`src/rtl/ifd_pkg.sv`:
```
package ifd_pkg;
  localparam int unsigned NIB_W      = 4;
  localparam int unsigned WORD_BYTES = 4;
  localparam int unsigned WIN_BYTES  = WORD_BYTES + 2;
  localparam int unsigned WIN_W      = 8 * WIN_BYTES;
  localparam int unsigned WORD_W     = 8 * WORD_BYTES;
  localparam int unsigned LEN_W      = $clog2(WIN_BYTES + 1);

  localparam logic [NIB_W-1:0] REG_NONE = '1;

  typedef enum logic [NIB_W-1:0] {
    OP_STOP     = 4'h0,
    OP_IDLE     = 4'h1,
    OP_MOVE_RR  = 4'h2,
    OP_LOAD_IMM = 4'h3,
    OP_STORE    = 4'h4,
    OP_LOAD     = 4'h5,
    OP_ALU      = 4'h6,
    OP_BRANCH   = 4'h7,
    OP_CALL     = 4'h8,
    OP_RET      = 4'h9,
    OP_PUSH     = 4'hA,
    OP_POP      = 4'hB
  } op_e;

  // layout class: which of register byte / constant word follow the opcode
  typedef enum logic [1:0] {
    FMT_BARE      = 2'd0,
    FMT_REGS      = 2'd1,
    FMT_WORD      = 2'd2,
    FMT_REGS_WORD = 2'd3
  } fmt_e;

  function automatic logic [LEN_W-1:0] fmt_len(input fmt_e f);
    case (f)
      FMT_REGS:      fmt_len = LEN_W'(2);
      FMT_WORD:      fmt_len = LEN_W'(1 + WORD_BYTES);
      FMT_REGS_WORD: fmt_len = LEN_W'(2 + WORD_BYTES);
      default:       fmt_len = LEN_W'(1);
    endcase
  endfunction
endpackage

```
`src/rtl/ifd_classify.sv`:
```
module ifd_classify
  import ifd_pkg::*;
(
  input  logic [7:0]       op_byte_i,
  output fmt_e             fmt_o,
  output logic [LEN_W-1:0] len_o,
  output logic             invalid_o
);
  logic [NIB_W-1:0] icode, ifun, max_fun;
  logic             known;
  fmt_e             fmt_raw;

  assign icode = op_byte_i[7:4];
  assign ifun  = op_byte_i[3:0];

  always_comb begin
    known   = 1'b1;
    max_fun = '0;
    fmt_raw = FMT_BARE;
    case (icode)
      OP_STOP, OP_IDLE, OP_RET:       fmt_raw = FMT_BARE;
      OP_MOVE_RR: begin max_fun = 4'd6; fmt_raw = FMT_REGS; end
      OP_ALU:     begin max_fun = 4'd3; fmt_raw = FMT_REGS; end
      OP_PUSH, OP_POP:                fmt_raw = FMT_REGS;
      OP_BRANCH:  begin max_fun = 4'd6; fmt_raw = FMT_WORD; end
      OP_CALL:                        fmt_raw = FMT_WORD;
      OP_LOAD_IMM, OP_STORE, OP_LOAD: fmt_raw = FMT_REGS_WORD;
      default:                        known   = 1'b0;
    endcase
  end

  assign invalid_o = !known || (ifun > max_fun);
  // illegal encodings collapse to the bare layout: length 1, no fields
  assign fmt_o     = invalid_o ? FMT_BARE : fmt_raw;
  assign len_o     = fmt_len(fmt_o);

  always_comb begin

    high_op_chk: assert (!(op_byte_i[7:4] > 4'hB) || invalid_o)
      else $error("opcode above 0xB accepted");

    len_legal_chk: assert (len_o == 1 || len_o == 2 || len_o == 5 || len_o == 6)
      else $error("illegal length %0d", len_o);
  end
endmodule

```
`src/rtl/ifd_field_extract.sv`:
```
module ifd_field_extract
  import ifd_pkg::*;
(
  input  logic [WIN_W-1:0]  window_i,
  input  fmt_e              fmt_i,
  output logic [NIB_W-1:0]  ra_o,
  output logic [NIB_W-1:0]  rb_o,
  output logic [WORD_W-1:0] valc_o
);
  logic [WORD_W-1:0] word_after_regs, word_after_op;

  // two fixed alignments; byte order already little-endian in the window
  for (genvar k = 0; k < WORD_BYTES; k++) begin : g_word
    assign word_after_regs[8*k +: 8] = window_i[8*(k+2) +: 8];
    assign word_after_op[8*k +: 8]   = window_i[8*(k+1) +: 8];
  end

  logic has_regs;
  assign has_regs = (fmt_i == FMT_REGS) || (fmt_i == FMT_REGS_WORD);

  assign ra_o = has_regs ? window_i[15:12] : REG_NONE;
  assign rb_o = has_regs ? window_i[11:8]  : REG_NONE;

  always_comb begin
    case (fmt_i)
      FMT_REGS_WORD: valc_o = word_after_regs;
      FMT_WORD:      valc_o = word_after_op;
      default:       valc_o = '0;
    endcase
  end

  always_comb begin

    word_regs_chk: assert (fmt_i != FMT_REGS_WORD || valc_o[7:0] == window_i[23:16])
      else $error("constant low byte misaligned");

    word_op_chk: assert (fmt_i != FMT_WORD || valc_o[WORD_W-1 -: 8] == window_i[39:32])
      else $error("constant high byte misaligned");
  end
endmodule

```
`src/rtl/ifd_next_pc.sv`:
```
module ifd_next_pc #(
  parameter int unsigned ADDR_W = 32,
  parameter int unsigned LEN_W  = 3
) (
  input  logic [ADDR_W-1:0] pc_i,
  input  logic [LEN_W-1:0]  len_i,
  output logic [ADDR_W-1:0] next_pc_o
);
  assign next_pc_o = pc_i + ADDR_W'(len_i);
endmodule

```
`src/rtl/instr_field_decoder.sv`:
```
module instr_field_decoder
  import ifd_pkg::*;
#(
  parameter int unsigned ADDR_W = 32
) (
  input  logic [ADDR_W-1:0] pc_i,
  input  logic [WIN_W-1:0]  window_i,
  output logic [NIB_W-1:0]  icode_o,
  output logic [NIB_W-1:0]  ifun_o,
  output logic [NIB_W-1:0]  ra_o,
  output logic [NIB_W-1:0]  rb_o,
  output logic [WORD_W-1:0] valc_o,
  output logic [LEN_W-1:0]  len_o,
  output logic [ADDR_W-1:0] next_pc_o,
  output logic              invalid_o
);
  fmt_e fmt;

  assign icode_o = window_i[7:4];
  assign ifun_o  = window_i[3:0];

  ifd_classify u_classify (
    .op_byte_i (window_i[7:0]),
    .fmt_o     (fmt),
    .len_o     (len_o),
    .invalid_o (invalid_o)
  );

  ifd_field_extract u_extract (
    .window_i (window_i),
    .fmt_i    (fmt),
    .ra_o     (ra_o),
    .rb_o     (rb_o),
    .valc_o   (valc_o)
  );

  ifd_next_pc #(.ADDR_W(ADDR_W), .LEN_W(LEN_W)) u_next_pc (
    .pc_i      (pc_i),
    .len_i     (len_o),
    .next_pc_o (next_pc_o)
  );

  always_comb begin

    next_pc_step_chk: assert (next_pc_o - pc_i == ADDR_W'(len_o))
      else $error("next address not pc+len");

    invalid_len_chk: assert (!invalid_o || len_o == 1)
      else $error("illegal encoding with length %0d", len_o);

    reg_none_chk: assert (!(len_o == 1 || len_o == 5) || (ra_o == REG_NONE && rb_o == REG_NONE))
      else $error("register field on layout without register byte");

    valc_zero_chk: assert (!(len_o == 1 || len_o == 2) || valc_o == '0)
      else $error("constant on layout without constant");
  end
endmodule

```
`config.mk`:
```
export PLATFORM = sky130hd
export DESIGN_NAME = instr_field_decoder
export DESIGN_NICKNAME = d
export VERILOG_FILES = /design/src/rtl/ifd_pkg.sv /design/src/rtl/ifd_classify.sv /design/src/rtl/ifd_field_extract.sv /design/src/rtl/ifd_next_pc.sv /design/src/rtl/instr_field_decoder.sv
export SDC_FILE = /design/constraint.sdc
export NUM_CORES = 1
export LEC_CHECK = 0
export ABC_AREA = 0
export BUFFER_PORTS_ARGS = -buffer_cell sky130_fd_sc_hd__buf_4
export CORE_MARGIN = 4
export CORE_UTILIZATION = 34
export DETAILED_ROUTE_END_ITERATION = 6
export GPL_ROUTABILITY_DRIVEN = 0
export MAX_ROUTING_LAYER = met4
export PLACE_DENSITY = 0.82
export SLEW_MARGIN = 20
export SYNTH_ARGS = -nofsm -noshare
export SYNTH_HDL_FRONTEND = slang
export SYNTH_SLANG_ARGS = --single-unit
```
`constraint.sdc`:
```
create_clock -name vclk -period 5.6
set_clock_uncertainty 0.15 [all_clocks]
set_input_delay 1.12 -clock vclk [all_inputs]
set_output_delay 1.12 -clock vclk [all_outputs]
set_load 0.005 [all_outputs]
```
==> qor.yml <==
outcome: "complete, no violations"
initial_core_util_pct: 35.50
nClkBuffers: 0
dieArea_um2: 5724
rsz0062_at_grt: "true"
crit_required_ns: 4.33
hold_start: "window_i[0]"
ir_drop_mv: 0.04650
avgSynthCellArea_um2: 6.652
worst_slew_pin_slew_ns: 0.8088
clock.fmax_mhz: 182.7
top_layer: "met4"
track_usage_pct: 22.24
critPathMaxFanout: 8
fin_nets: 485
grt_pass1_wl_um: 9998
place_area_um2: 2887
grt_max_degree: 47
vias: 2481
slew_headroom_pct: 46.08
synthCells: 234
design_area_um2: 3070
power.density_nw_per_um2: 73.12
worst_setup_path_start_kind: "input pin"
drt_iter0_drc: 168
hpwl_um: 5795
antenna_found_initial: 0
wl_met3_um: 361
fp-row-count: 24
routed_via_density: 5.538
routedWlPerCell_um: 16.16
dr.pass1.iters: 4
hp-class: "input pin to primary output"
ant_nets: 0
path_class: "input pin to primary output"
wl_met1_um: 2829
die_y_um: 75.66
n_antenna_cell: 0
p_leak_nw: 1.450
numPortBuffers: 164
io_pins: 164
hold_violations: 0
coreArea_um2: 4384
dieWidth_um: 75.66
flops_and_latches: 0
final_common_cell: "buf_4"
synth_nets: 321
period_share_pct: 97.77
setup_violations: 0
routed-wl-met2_um: 3966
drt_wl_total_um: 7238
end_kind: "primary output"
power.total_mw: 0.2245
final_cell_mix: "buf_4, nor3_1, a22oi_1"
ys_warn_count: 0
regArea_um2: 0
grt_pass1_vias: 2100
syn2layout_area_growth_pct: 97.27
cap_violations: 0
synth.distinct_cells: 40
finalCriticalPeriod_ns: 5.475
hold_buffers: 0
yosysSeqAreaShare_pct: 0
startpoint: "window_i[6]"
critPathArrivalTime_ns: 4.20
syn_area_um2: 1556
grt_overflow: 0
drive_above_1_share_pct: 55.05
drc: 0
finalMaxSlewViolations: 0
[per-stage QoR]
step	utilization [%]	instances	setup TNS, ns	hold WS [ns]	setup slack, ns
after global routing	70.03	448	-0.3981	2.277	-0.1178
after floorplan	-	234	0	2.145	0.02670
after CTS	66.15	442	0	2.271	0.001319
final	70.03	448	0	2.268	0.1251
after detailed placement	65.84	442	-0.2606	2.271	-0.04129
after global placement	65.84	442	0	2.267	0.05312
[worst paths after layout]
check | end | slack [ns] | cells after the start
worst max-delay path | next_pc_o[28] | 0.13 | 18
worst min-delay path | ifun_o[0] | 2.27 | 2
[layout make-up]
type / instances / area (µm²)
fillers: 397 / 1314
well taps: 52 / 65.06
multi-input cells: 198 / 1533
inverters: 9 / 33.78
repair buffers: 189 / 1439
[cell usage after synthesis, drive strengths merged (4+ instances only)]
library cell  number  area share (%)
ha                 6             4.8
nand4              5             2.0
nor2               9             2.2
clkbuf            15             3.6
or4                9             4.6
nand2             10             2.4
nor3              41              13
xor2              25              14
xnor2              6             3.4
nor2b              4             1.6
nand3             10             3.5
inv                9             2.2
buf               12             5.5
nor4              11             7.4
a22oi             32              15
[metal layers]
metal  GRT usage [%]  up-vias
met1           29.76     1166
met2           38.93       91
li1                -     1214
met4          0.9709        0
met5               -        -
met3           1.055       10
[logic make-up (layout without fill, tap and decap cells)]
kind of cell             count (synthesis)  after routing  synth area share (%)
XOR/XNOR                                31             31                 17.44
AO/OA/AOI/OAI                           47             47                 21.94
buffers and inverters                   36            198                 11.33
adder cells (fa/ha/maj)                  7              7                 6.109
AND/OR/NAND/NOR                        113            113                 43.17
[report_power, final]
part / internal (mW) / leakage, nW / switching, mW / total (mW)
Combinational: 0.120 / 1.45 / 0.104 / 0.225
Sequential: 0 / 0 / 0 / 0
Clock: 0 / 0 / 0 / 0
[timing repair]
| item | CTS | global route |
|---|---|---|
| setup buffers | 0 | 6 |
| endpoints found under the setup margin | 9 | 28 |
| pin swaps | 0 | 16 |
| gates resized for setup | 2 | 25 |
[worst max-delay path, stage by stage]
cell	delay, ns
buf_4	0.14
xnor2_2	0.16
nand3_2	0.10
nor2b_4	0.14
ha_4	0.26
nor2b_1	0.12
o21ai_1	0.09
a32oi_2	0.31
or3_4	0.21
ha_4	0.13
inv_2	0.04
fa_2	0.41
nor2b_4	0.14
buf_6	0.11
o21ai_4	0.11
nor4_4	0.31
xor2_1	0.16
buf_4	0.12
Power figures use the tool's default switching activity.
